### src/rtl/ckr_pkg.sv
package ckr_pkg;

   // write targets; the nine 6-bit fields come first, the three 4-bit
   // fields are consecutive, their order is relied on by ckr_regfile
   typedef enum logic [4:0] {
      TG_NONE,
      TG_TONE_EN,
      TG_TONE_SET,
      TG_DTMF,
      TG_RXG,
      TG_TXG,
      TG_SPKG,
      TG_PADG,
      TG_PATH_LO,
      TG_PATH_HI,
      TG_LATCH,
      TG_WDOG,
      TG_KEYS,
      TG_IRQ,
      TG_LCD,
      TG_PWR,
      TG_CODEC
   } ckr_tgt_e;

   localparam int unsigned CKR_NFLD = 9;
   localparam int unsigned CKR_NSUB = 3;

endpackage

### src/rtl/ckr_sync.sv
module ckr_sync #(
   parameter int unsigned  W       = 8,
   parameter int unsigned  STAGES  = 2,
   parameter logic [W-1:0] RST_VAL = '0
) (
   input  logic         clk,
   input  logic         rst_n,
   input  logic [W-1:0] d,
   output logic [W-1:0] q
);

   logic [W-1:0] stg [STAGES];

   always_ff @(posedge clk or negedge rst_n) begin
      if (!rst_n) begin
         for (int s = 0; s < int'(STAGES); s++) stg[s] <= RST_VAL;
      end else begin
         stg[0] <= d;
         for (int s = 1; s < int'(STAGES); s++) stg[s] <= stg[s-1];
      end
   end

   assign q = stg[STAGES-1];

endmodule

### src/rtl/ckr_capture.sv
module ckr_capture #(
   parameter int unsigned DATA_W = 8,
   parameter int unsigned STAGES = 2
) (
   input  logic              clk,
   input  logic              rst_n,
   input  logic              cs_n,
   input  logic              wr_n,
   input  logic [1:0]        addr,
   input  logic [DATA_W-1:0] din,
   output logic              we,
   output logic [1:0]        waddr,
   output logic [DATA_W-1:0] wdata
);

   localparam int unsigned    VW   = DATA_W + 4;
   localparam int unsigned    WR_B = VW - 2;
   localparam int unsigned    CS_B = VW - 1;
   localparam logic [VW-1:0]  IDLE = {2'b11, {(DATA_W+2){1'b0}}};

   logic [VW-1:0] raw;
   logic [VW-1:0] syn;
   logic          wr_prev;

   assign raw = {cs_n, wr_n, addr, din};

   ckr_sync #(.W(VW), .STAGES(STAGES), .RST_VAL(IDLE)) u_sync (
      .clk   (clk),
      .rst_n (rst_n),
      .d     (raw),
      .q     (syn)
   );

   always_ff @(posedge clk or negedge rst_n) begin
      if (!rst_n) wr_prev <= 1'b1;
      else        wr_prev <= syn[WR_B];
   end

   assign we    = syn[WR_B] & ~wr_prev & ~syn[CS_B];
   assign waddr = syn[DATA_W +: 2];
   assign wdata = syn[DATA_W-1:0];

   // a strobe rise yields one write enable, never two in a row
   p_we_single_r2: assert property (@(posedge clk) disable iff (!rst_n)
      we |=> !we);

endmodule

### src/rtl/ckr_decode.sv
module ckr_decode
   import ckr_pkg::*;
#(
   parameter int unsigned DATA_W = 8
) (
   input  logic [1:0]        addr,
   input  logic [DATA_W-1:0] data,
   output ckr_tgt_e          tgt
);

   logic [1:0] sub;
   logic [1:0] fn;

   assign sub = data[DATA_W-1 -: 2];
   assign fn  = data[DATA_W-3 -: 2];

   always_comb begin
      tgt = TG_NONE;
      unique case (addr)
         2'd0: begin
            unique case (sub)
               2'd0:    tgt = TG_TONE_EN;
               2'd1:    tgt = TG_TONE_SET;
               2'd2:    tgt = TG_DTMF;
               default: tgt = TG_NONE;
            endcase
         end
         2'd1: begin
            unique case (sub)
               2'd0:    tgt = TG_RXG;
               2'd1:    tgt = TG_TXG;
               2'd2:    tgt = TG_SPKG;
               default: tgt = TG_PADG;
            endcase
         end
         2'd2: begin
            unique case (sub)
               2'd0:    tgt = TG_PATH_LO;
               2'd1:    tgt = TG_PATH_HI;
               2'd2:    tgt = TG_LATCH;
               default: tgt = TG_WDOG;
            endcase
         end
         default: begin
            if (sub == 2'd2) begin
               tgt = TG_KEYS;
            end else if (sub == 2'd3) begin
               unique case (fn)
                  2'd0:    tgt = TG_IRQ;
                  2'd1:    tgt = TG_LCD;
                  2'd2:    tgt = TG_PWR;
                  default: tgt = TG_CODEC;
               endcase
            end
         end
      endcase
   end

endmodule

### src/rtl/ckr_regfile.sv
module ckr_regfile
   import ckr_pkg::*;
#(
   parameter int unsigned DATA_W = 8,
   parameter int unsigned GPL_W  = 2,
   localparam int unsigned FLD_W = DATA_W - 2,
   localparam int unsigned SUB_W = DATA_W - 4
) (
   input  logic                                clk,
   input  logic                                rst_n,
   input  logic                                we,
   input  ckr_tgt_e                            tgt,
   input  logic [DATA_W-1:0]                   wdata,
   output logic [CKR_NFLD-1:0][FLD_W-1:0]      fld_q,
   output logic [CKR_NSUB-1:0][SUB_W-1:0]      sub_q,
   output logic [GPL_W-1:0]                    gpl_q,
   output logic                                irq_release,
   output logic                                wdog_kick
);

   for (genvar i = 0; i < int'(CKR_NFLD); i++) begin : g_fld
      localparam ckr_tgt_e MY_TGT = ckr_tgt_e'(int'(TG_TONE_EN) + i);
      logic [FLD_W-1:0] r;
      always_ff @(posedge clk or negedge rst_n) begin
         if (!rst_n)                    r <= '0;
         else if (we && tgt == MY_TGT)  r <= wdata[FLD_W-1:0];
      end
      assign fld_q[i] = r;
   end

   for (genvar j = 0; j < int'(CKR_NSUB); j++) begin : g_sub
      localparam ckr_tgt_e MY_TGT = ckr_tgt_e'(int'(TG_LCD) + j);
      logic [SUB_W-1:0] r;
      always_ff @(posedge clk or negedge rst_n) begin
         if (!rst_n)                    r <= '0;
         else if (we && tgt == MY_TGT)  r <= wdata[SUB_W-1:0];
      end
      assign sub_q[j] = r;
   end

   always_ff @(posedge clk or negedge rst_n) begin
      if (!rst_n) begin
         gpl_q       <= '0;
         irq_release <= 1'b0;
         wdog_kick   <= 1'b0;
      end else begin
         if (we && tgt == TG_LATCH) gpl_q <= wdata[GPL_W-1:0];
         irq_release <= we && (tgt == TG_IRQ);
         wdog_kick   <= we && (tgt == TG_WDOG);
      end
   end

   // cleared state right after reset release
   p_reset_clear_r1: assert property (@(posedge clk)
      $rose(rst_n) |-> (fld_q == '0 && sub_q == '0 && gpl_q == '0 &&
                        !irq_release && !wdog_kick));

   // no write enable, no change
   p_hold_idle_r2: assert property (@(posedge clk) disable iff (!rst_n)
      !we |=> ($stable(fld_q) && $stable(sub_q) && $stable(gpl_q)));

   // watchdog pulse is one cycle and leaves storage untouched
   p_wdog_single_r7: assert property (@(posedge clk) disable iff (!rst_n)
      wdog_kick |=> !wdog_kick);
   p_wdog_nostore_r7: assert property (@(posedge clk) disable iff (!rst_n)
      wdog_kick |-> ($stable(fld_q) && $stable(sub_q) && $stable(gpl_q)));

   // interrupt release pulse is one cycle and stores nothing
   p_irq_single_r8: assert property (@(posedge clk) disable iff (!rst_n)
      irq_release |=> !irq_release);
   p_irq_nostore_r8: assert property (@(posedge clk) disable iff (!rst_n)
      irq_release |-> ($stable(fld_q) && $stable(sub_q) && $stable(gpl_q)));
   p_pulse_excl_r8: assert property (@(posedge clk) disable iff (!rst_n)
      $onehot0({irq_release, wdog_kick}));

endmodule

### src/rtl/ckr_keyscan.sv
module ckr_keyscan
   import ckr_pkg::*;
#(
   parameter int unsigned DATA_W = 8,
   parameter int unsigned NKEY   = 8
) (
   input  logic              clk,
   input  logic              rst_n,
   input  logic              we,
   input  ckr_tgt_e          tgt,
   input  logic [DATA_W-1:0] wdata,
   output logic [NKEY-1:0]   pull_low
);

   logic       hit;
   logic       all_lines;
   logic       all_val;
   logic       one_val;
   logic [2:0] line_idx;

   assign hit       = we && (tgt == TG_KEYS);
   assign all_lines = wdata[5];
   assign all_val   = wdata[4];
   assign one_val   = wdata[3];
   assign line_idx  = wdata[2:0];

   for (genvar k = 0; k < int'(NKEY); k++) begin : g_line
      logic r;
      always_ff @(posedge clk or negedge rst_n) begin
         if (!rst_n) begin
            r <= 1'b0;
         end else if (hit) begin
            if (all_lines)                 r <= all_val;
            else if (int'(line_idx) == k)  r <= one_val;
         end
      end
      assign pull_low[k] = r;
   end

   // drive register moves only on a key-scan write
   p_keys_hold_r9: assert property (@(posedge clk) disable iff (!rst_n)
      !hit |=> $stable(pull_low));
   // broadcast form sets every line alike
   p_keys_all_r9: assert property (@(posedge clk) disable iff (!rst_n)
      (hit && all_lines) |=> (pull_low == {NKEY{$past(all_val)}}));

endmodule

### src/rtl/ctl_keyscan_if.sv
module ctl_keyscan_if
   import ckr_pkg::*;
#(
   parameter int unsigned DATA_W      = 8,
   parameter int unsigned NKEY        = 8,
   parameter int unsigned GPL_W       = 2,
   parameter int unsigned SYNC_STAGES = 2,
   localparam int unsigned FLD_W      = DATA_W - 2,
   localparam int unsigned SUB_W      = DATA_W - 4
) (
   input  logic              clk,
   input  logic              rst_n,
   input  logic              cpu_cs_n,
   input  logic              cpu_wr_n,
   input  logic              cpu_rd_n,
   input  logic [1:0]        cpu_addr,
   input  logic [DATA_W-1:0] cpu_din,
   output logic [DATA_W-1:0] cpu_dout,
   output logic              cpu_doe,
   input  logic [NKEY-1:0]   key_sense,
   output logic [NKEY-1:0]   key_pull_low,
   output logic [FLD_W-1:0]  tone_enable,
   output logic [FLD_W-1:0]  tone_setup,
   output logic [FLD_W-1:0]  dtmf_setup,
   output logic [FLD_W-1:0]  rx_gain,
   output logic [FLD_W-1:0]  tx_gain,
   output logic [FLD_W-1:0]  spk_gain,
   output logic [FLD_W-1:0]  pad_gain,
   output logic [FLD_W-1:0]  path_sw_lo,
   output logic [FLD_W-1:0]  path_sw_hi,
   output logic [GPL_W-1:0]  gp_latch,
   output logic [SUB_W-1:0]  lcd_bias,
   output logic [SUB_W-1:0]  power_ctl,
   output logic [SUB_W-1:0]  codec_ctl,
   output logic              irq_release,
   output logic              wdog_kick
);

   // elaboration-time parameter checks
   if (DATA_W != 8) begin : g_bad_dw
      $error("ctl_keyscan_if: DATA_W must be 8 (sub-address field positions)");
   end
   if (NKEY < 1 || NKEY > 8 || NKEY > DATA_W) begin : g_bad_nkey
      $error("ctl_keyscan_if: NKEY must lie in 1..8 (3-bit line index)");
   end
   if (GPL_W < 1 || GPL_W > FLD_W) begin : g_bad_gpl
      $error("ctl_keyscan_if: GPL_W must lie in 1..DATA_W-2");
   end
   if (SYNC_STAGES < 2) begin : g_bad_sync
      $error("ctl_keyscan_if: SYNC_STAGES must be at least 2");
   end

   logic                           we;
   logic [1:0]                     waddr;
   logic [DATA_W-1:0]              wdata;
   ckr_tgt_e                       tgt;
   logic [CKR_NFLD-1:0][FLD_W-1:0] fld_q;
   logic [CKR_NSUB-1:0][SUB_W-1:0] sub_q;

   ckr_capture #(.DATA_W(DATA_W), .STAGES(SYNC_STAGES)) u_capture (
      .clk   (clk),
      .rst_n (rst_n),
      .cs_n  (cpu_cs_n),
      .wr_n  (cpu_wr_n),
      .addr  (cpu_addr),
      .din   (cpu_din),
      .we    (we),
      .waddr (waddr),
      .wdata (wdata)
   );

   ckr_decode #(.DATA_W(DATA_W)) u_decode (
      .addr (waddr),
      .data (wdata),
      .tgt  (tgt)
   );

   ckr_regfile #(.DATA_W(DATA_W), .GPL_W(GPL_W)) u_regfile (
      .clk         (clk),
      .rst_n       (rst_n),
      .we          (we),
      .tgt         (tgt),
      .wdata       (wdata),
      .fld_q       (fld_q),
      .sub_q       (sub_q),
      .gpl_q       (gp_latch),
      .irq_release (irq_release),
      .wdog_kick   (wdog_kick)
   );

   ckr_keyscan #(.DATA_W(DATA_W), .NKEY(NKEY)) u_keyscan (
      .clk      (clk),
      .rst_n    (rst_n),
      .we       (we),
      .tgt      (tgt),
      .wdata    (wdata),
      .pull_low (key_pull_low)
   );

   assign tone_enable = fld_q[0];
   assign tone_setup  = fld_q[1];
   assign dtmf_setup  = fld_q[2];
   assign rx_gain     = fld_q[3];
   assign tx_gain     = fld_q[4];
   assign spk_gain    = fld_q[5];
   assign pad_gain    = fld_q[6];
   assign path_sw_lo  = fld_q[7];
   assign path_sw_hi  = fld_q[8];
   assign lcd_bias    = sub_q[0];
   assign power_ctl   = sub_q[1];
   assign codec_ctl   = sub_q[2];

   // read path: bus driven only while selected and read-strobed
   assign cpu_doe  = ~cpu_cs_n & ~cpu_rd_n;
   assign cpu_dout = cpu_doe ? {{(DATA_W-NKEY){1'b0}}, key_sense} : '0;

   // unused address-3 sub-addresses never reach storage or pulses
   p_unused_quiet_r10: assert property (@(posedge clk) disable iff (!rst_n)
      (we && waddr == 2'd3 && wdata[DATA_W-1] == 1'b0) |=>
         (!irq_release && !wdog_kick && $stable(key_pull_low) &&
          $stable(fld_q) && $stable(sub_q)));

endmodule

### config.mk
export PLATFORM = sky130hd
export DESIGN_NAME = ctl_keyscan_if
export DESIGN_NICKNAME = d
export VERILOG_FILES = /design/src/rtl/ckr_pkg.sv /design/src/rtl/ckr_sync.sv /design/src/rtl/ckr_capture.sv /design/src/rtl/ckr_decode.sv /design/src/rtl/ckr_regfile.sv /design/src/rtl/ckr_keyscan.sv /design/src/rtl/ctl_keyscan_if.sv
export SDC_FILE = /design/constraint.sdc
export NUM_CORES = 1
export LEC_CHECK = 0
export BUFFER_PORTS_ARGS = -buffer_cell sky130_fd_sc_hd__buf_2
export CELL_PAD_IN_SITES_DETAIL_PLACEMENT = 0
export CELL_PAD_IN_SITES_GLOBAL_PLACEMENT = 1
export CORE_UTILIZATION = 45
export DETAILED_ROUTE_END_ITERATION = 6
export PLACE_DENSITY = 0.8
export SYNTH_ARGS = -nofsm -noshare
export SYNTH_HDL_FRONTEND = slang
export SYNTH_SLANG_ARGS = --single-unit
export TNS_END_PERCENT = 1
### constraint.sdc
create_clock -name clk -period 6.7 [get_ports clk]
set_input_delay 1.005 -clock clk [delete_from_list [all_inputs] [get_ports clk]]
set_output_delay 1.005 -clock clk [all_outputs]
set_load 0.02 [all_outputs]
## After elaboration in Yosys (flattened, before gate mapping)

Cells that the tools add are included.

- Bitwise operators: 7
- Eq/ne operators: 30
- Reduce and logical (&&, ||, !) cells: 36
- Muxes and demuxes: 24

Operators by type and width:

| kind | count |
|---|---|
| $eq A5 B4 Y1 const B | 8 |
| $pmux W5 S3 | 2 |
| $eq A5 B3 Y1 const B | 4 |
| $pmux W2 S3 | 3 |
| $logic_and A1 B1 Y1 | 16 |
| $mux W1 | 16 |
| $reduce_and A2 Y1 | 8 |
| $reduce_bool A2 Y1 | 8 |
| $eq A3 B3 Y1 const B | 4 |
| $eq A5 B2 Y1 const B | 2 |
| $mux W5 | 2 |
| $eq A2 B2 Y1 const B | 4 |
| $mux W8 | 1 |
| $eq A2 B1 Y1 const B | 3 |
| $eq A3 B2 Y1 const B | 2 |
| $logic_not A2 Y1 | 3 |
| $eq A5 B1 Y1 const B | 1 |
| $eq A5 B5 Y1 const B | 1 |
| $not A1 Y1 | 4 |
| $and A1 B1 Y1 | 3 |
| $eq A3 B1 Y1 const B | 1 |
| $logic_not A3 Y1 | 1 |

- Flip-flop bits (word level): 103
- Output and inout port bits: 87
- Input port bits: 23

## Longest topological paths before layout

- Depth in word-level cells: 8
- Depth in mapped cells: 8
- Mapped depth without buffers: 7

## By module

From an unflattened synthesis, not the netlist that was laid out.

- Cell total of the unflattened synthesis: 294
- Area total of the unflattened synthesis: 4466.8 µm²

Modules (own cells, without submodules):

| module | area each (µm²) | times used | sequential area each (µm²) | cells each |
|---|---|---|---|---|
| ckr_regfile | 2760.1 | 1 | 1751.7 | 168 |
| ckr_sync | 695.7 | 1 | 605.6 | 36 |
| ckr_keyscan | 611.8 | 1 | 200.2 | 46 |
| ckr_decode | 234.0 | 1 | 0.0 | 31 |
| ctl_keyscan_if | 126.4 | 1 | 0.0 | 11 |
| ckr_capture | 38.8 | 1 | 26.3 | 2 |

## Worst setup path after synthesis

No wires, ideal clock.

- Path kind: input -> output
- Start point: input port cpu_cs_n
- End point: output port cpu_dout[0]
- Cell stages on the path: 2
- Setup slack: 3.922 ns
- Arrival time: 1.773 ns
- Path buffers: 0
- Cell sequence: nor2_1 > and2_1

- Longest elaborated chain between the ends: 3

Ends and longest elaborated chain:

| element | RTL line | text |
|---|---|---|
| from (decl) | ctl_keyscan_if.sv:13 | `input logic cpu_cs_n,` |
| $not A1 Y1 | ctl_keyscan_if.sv:114 | `assign cpu_doe = ~cpu_cs_n & ~cpu_rd_n;` |
| $and A1 B1 Y1 | ctl_keyscan_if.sv:114 |  |
| $mux W8 | ctl_keyscan_if.sv:115 | `assign cpu_dout = cpu_doe ? {{(DATA_W-NKEY){1'b0}}, key_sense} : '0;` |
| to (decl) | ctl_keyscan_if.sv:18 | `output logic [DATA_W-1:0] cpu_dout,` |

Every way passes these cells.

## Worst setup path after layout

- Start point: register u_capture.u_sync.stg (netlist bit u_capture.u_sync.q[5])
- End point: register u_regfile.g_fld[8].r[1]

- Longest elaborated chain between the ends: 7
- Elaborated cells on any way between the ends: 9
- Those cells by class: eq/ne: 3; mux: 4; reduce/logical: 2

Ends and longest elaborated chain:

| element | RTL line | text |
|---|---|---|
| from (decl) | ckr_sync.sv:12 | `logic [W-1:0] stg [STAGES];` |
| $eq A2 B2 Y1, or another cell as far along | ckr_decode.sv:48 | `unique case (fn)` |
| $pmux W5 S3 * | ckr_decode.sv:48 |  |
| $mux W5 * | ckr_decode.sv:47 | `end else if (sub == 2'd3) begin` |
| $mux W5 * | ckr_decode.sv:45 | `if (sub == 2'd2) begin` |
| $pmux W5 S3 * | ckr_decode.sv:19 | `unique case (addr)` |
| $eq A5 B4 Y1 * | ckr_regfile.sv:26 | `else if (we && tgt == MY_TGT) r <= wdata[FLD_W-1:0];` |
| $logic_and A1 B1 Y1 * | ckr_regfile.sv:26 |  |
| to (signal assigned) | ckr_regfile.sv:26 |  |
| to (decl) | ckr_regfile.sv:23 | `logic [FLD_W-1:0] r;` |

Every way passes the cells marked *; elsewhere a longest branch is shown, timed or not.
A chain may end at the register's enable or synchronous reset.

==> summary.txt <==
Run status
  – Outcome: finished, violations left
  – Failing checks: DRC

Setup path
  – Max incr delay on CP: roughly 690 ps
  – Req. time, crit path: 6950 ps
  – Reg-to-Reg Start: u_capture.u_sync.q[5]
  – Crit path max-delay family: flip-flops
  – Worst R2R Path Depth: 7
  – WP depth: 7
  – Worst path slowest cell: dfrtp_1
  – Critical-path cell list: inv_1, ha_1, a222oi_1, buf_4, nand4b_1, nor2_4, mux2_2
  – CP Max Fanout: 17
  – FF-to-FF End: u_regfile.g_fld[8].r[1]
  – Crit path kind: flip-flop to flip-flop
  – CP arrival: 3030 ps
  – WP buf/inv: 2
  – CP startpoint kind: flip-flop
  – R2R setup slack: 3920 ps
  – CP endpoint kind: flip-flop

Power
  – VDD IR-drop max: about 150 uV
  – Total Power: ~1.4 mW
  – Power per cell area: approximately 290 mW/mm^2
  – Leakage Power: ~2.6 nW

Worst hold path
  – Hold Path End: u_capture.u_sync.q[8]
  – Worst Hold Depth: 0
  – Hold wc startpoint: u_capture.u_sync.stg[20]
  – Worst Hold Class: flip-flop to flip-flop

Route
  – Via count of the routed design: 2550
  – DR vias/cell: 5.11
  – Drt total wl: 8590 um
  – Residual DRC: 6
  – Post-route ant nets: 0
  – Drt pass-1 iters: 6
  – Initial DRC count: 140
  – WL/cell: 17.2 um

Placement
  – Place WS: 3930 ps
  – Cell Area, Placed: 0.00472 sq mm
  – IO Port Bufs: 109
  – Placer Congestion: 0.852
  – HPWL Detailed: between 5000 and 6000 um
  – Inst Count DP: ~480

Timing
  – Worst hold margin: between 300 and 400 ps
  – Worst-Margin Slew: 899 ps
  – Peak Freq: around 360 MHz
  – Slew Limit Fails: 0
  – Final setup TNS: 0 ps
  – Final hold vios: 0
  – Post-route minimum period: 2780 ps
  – Period utilization: ~41%
  – Clk_skew: 12.0 ps
  – Unrepaired setup endpoints after global routing: false
  – Max-slew headroom: 40.1%
  – Setup violations, final: 0
  – Worst setup margin: 3920 ps

Cells and area
  – Area delta synth->final: 18.7%
  – Antenna fix cells: 0
  – Post-route cell area: between 0.004 and 0.005 sq mm
  – Fin nets: roughly 420
  – Commonest non-fill, non-tap cell in the layout: buf_2
  – Utilization after layout: 55.7%
  – Layout cells sized above 1: a little under three fifths
  – Post-Layout Cell Count: 499
  – Commonest non-fill, non-tap cells in the layout: 108 x buf_2, 98 x dfrtp_1, 74 x mux2_2
  – Number of fill cells in the layout: 772

Clocking
  – Number of H-tree levels: 3
  – Clock Tree Buf Depth: 2
  – Clk slew on worst S/H paths: 90 ps
  – TritonCTS Buffers: 9
  – CTS Hold Bufs: 0
  – Clk sinks: 103
  – CTS resizes: 0
  – CTS root buffer: clkbuf_8
  – CTS tree: yes
  – Clk_lat worst skew: 360 ps
  – Post-CTS setup repair buffer count: 0

Flow run
  – Max Cap Viol: 0

Global route
  – Grt peak-use layer: met2
  – M1 GR Usage: about a quarter
  – Initial antenna violation count: 0
  – GRT Overall Usage: 19.3%
  – Vias in the first global route: 2599
  – First-pass GRT wire length: 14100 um
  – GR Overflow Total: 0
  – Largest net degree at the start of global routing: 77
  – GR Layer Usage met2: between 30% and 40%
  – M3 GR Usage: around 4.7%

Logic synthesis
  – Sequential fraction of the synthesis area: 62.5%
  – Synth area leader: dfrtp_1
  – Post-Syn Area per Cell: roughly 15 sq um
  – YS warnings: 0
  – Post-synth top area share: about 60%
  – Syn Inst Count: 284
  – Area contributors post-synth: dfrtp_1 59%, mux2_2 20%, dfstp_2 3.2%, ha_1 2.7%, buf_4 1.6%
  – Post-synth cell types: 36
  – Syn nets: roughly 320
  – Register bit total from synthesis: around 100
  – Post-Syn Area: 0.00413 sq mm

Floorplanning
  – Die X-Extent: between 90 and 100 um
  – CORE AREA: 0.00881 sq mm
  – Die span in y: 97.8 um
  – Initial Util: 46.9%
  – Top-Level Pins: between 100 and 150
  – Die area: ~0.0096 sq mm
  – FP Rows: 34
## registers in the layout, summed over array words and instances, names as in the netlist
name and count:
u_keyscan.g_line.r 8, u_regfile.irq_release 1, u_capture.u_sync.q 12, u_regfile.gpl_q 2, u_regfile.g_fld.r 54, u_regfile.g_sub.r 12, u_regfile.wdog_kick 1, u_capture.u_sync.stg 12
u_capture.wr_prev 1
## synth_stat cells (all sizes together)
cell    instances
o21ai           6
ha              9
or3             6
buf            13
a31oi           3
a222oi          1
clkbuf          7
dfrtp          98
a21oi           5
a221o           1
xor2            1
inv             6
nand3b          2
and4b           1
or2             1
nand4b          1
o21a            2
nor4b           1
o31ai           1
mux2           75
o211ai          1
nand2           4
and2            9
dfstp           5
nor2b           2
nor3b           2
nor3            9
nand3           2
nor2           10
## kinds of logic (layout without fill, tap and decap cells)
kind of cell | Yosys count | count (layout) | synth area share [%]
xor gates and xnor gates | 1 | 1 | 0.212
muxes | 75 | 75 | 20.4
AOI/OAI and AO/OA | 20 | 20 | 3.12
buffers and inverters | 26 | 133 | 3.30
DFF | 103 | 103 | 62.5
adders and majority gates | 9 | 9 | 2.72
and+or+nand+nor | 50 | 50 | 7.69
## routing by layer
layer	vias up	routed length (um)
li1	1181	-
met3	11	443
met1	1294	3650
met2	64	4380
met5	-	0
met4	0	117
## worst max path at each step
stage,end,from,slack (ps)
final,u_regfile.g_fld[8].r[1],u_capture.u_sync.q[5],3920
after global routing,u_keyscan.g_line[7].r,u_capture.u_sync.q[5],3630
after CTS,u_regfile.g_fld[7].r[0],u_capture.u_sync.q[5],3910
after detailed placement,u_regfile.g_fld[7].r[2],u_capture.u_sync.q[5],3930
after global placement,cpu_dout[0],cpu_cs_n,4000
after floorplan,cpu_dout[0],cpu_cs_n,3920
## final cells by class
cell class	count	area (sq um)	share of cell area [%]
multi-input combinational	155	1410	28.8
tap	108	135	2.75
clock inverter	6	52.6	1.07
clock buffer	10	138	2.80
sequential	103	2580	52.7
inverter	6	22.5	0.459
timing repair buffer	111	563	11.5
## power breakdown
group / internal, mW / switching, mW
registers: 0.700 / 0.0496
clock network: 0.150 / 0.216
logic: 0.116 / 0.173
Power figures use the tool's default switching activity.
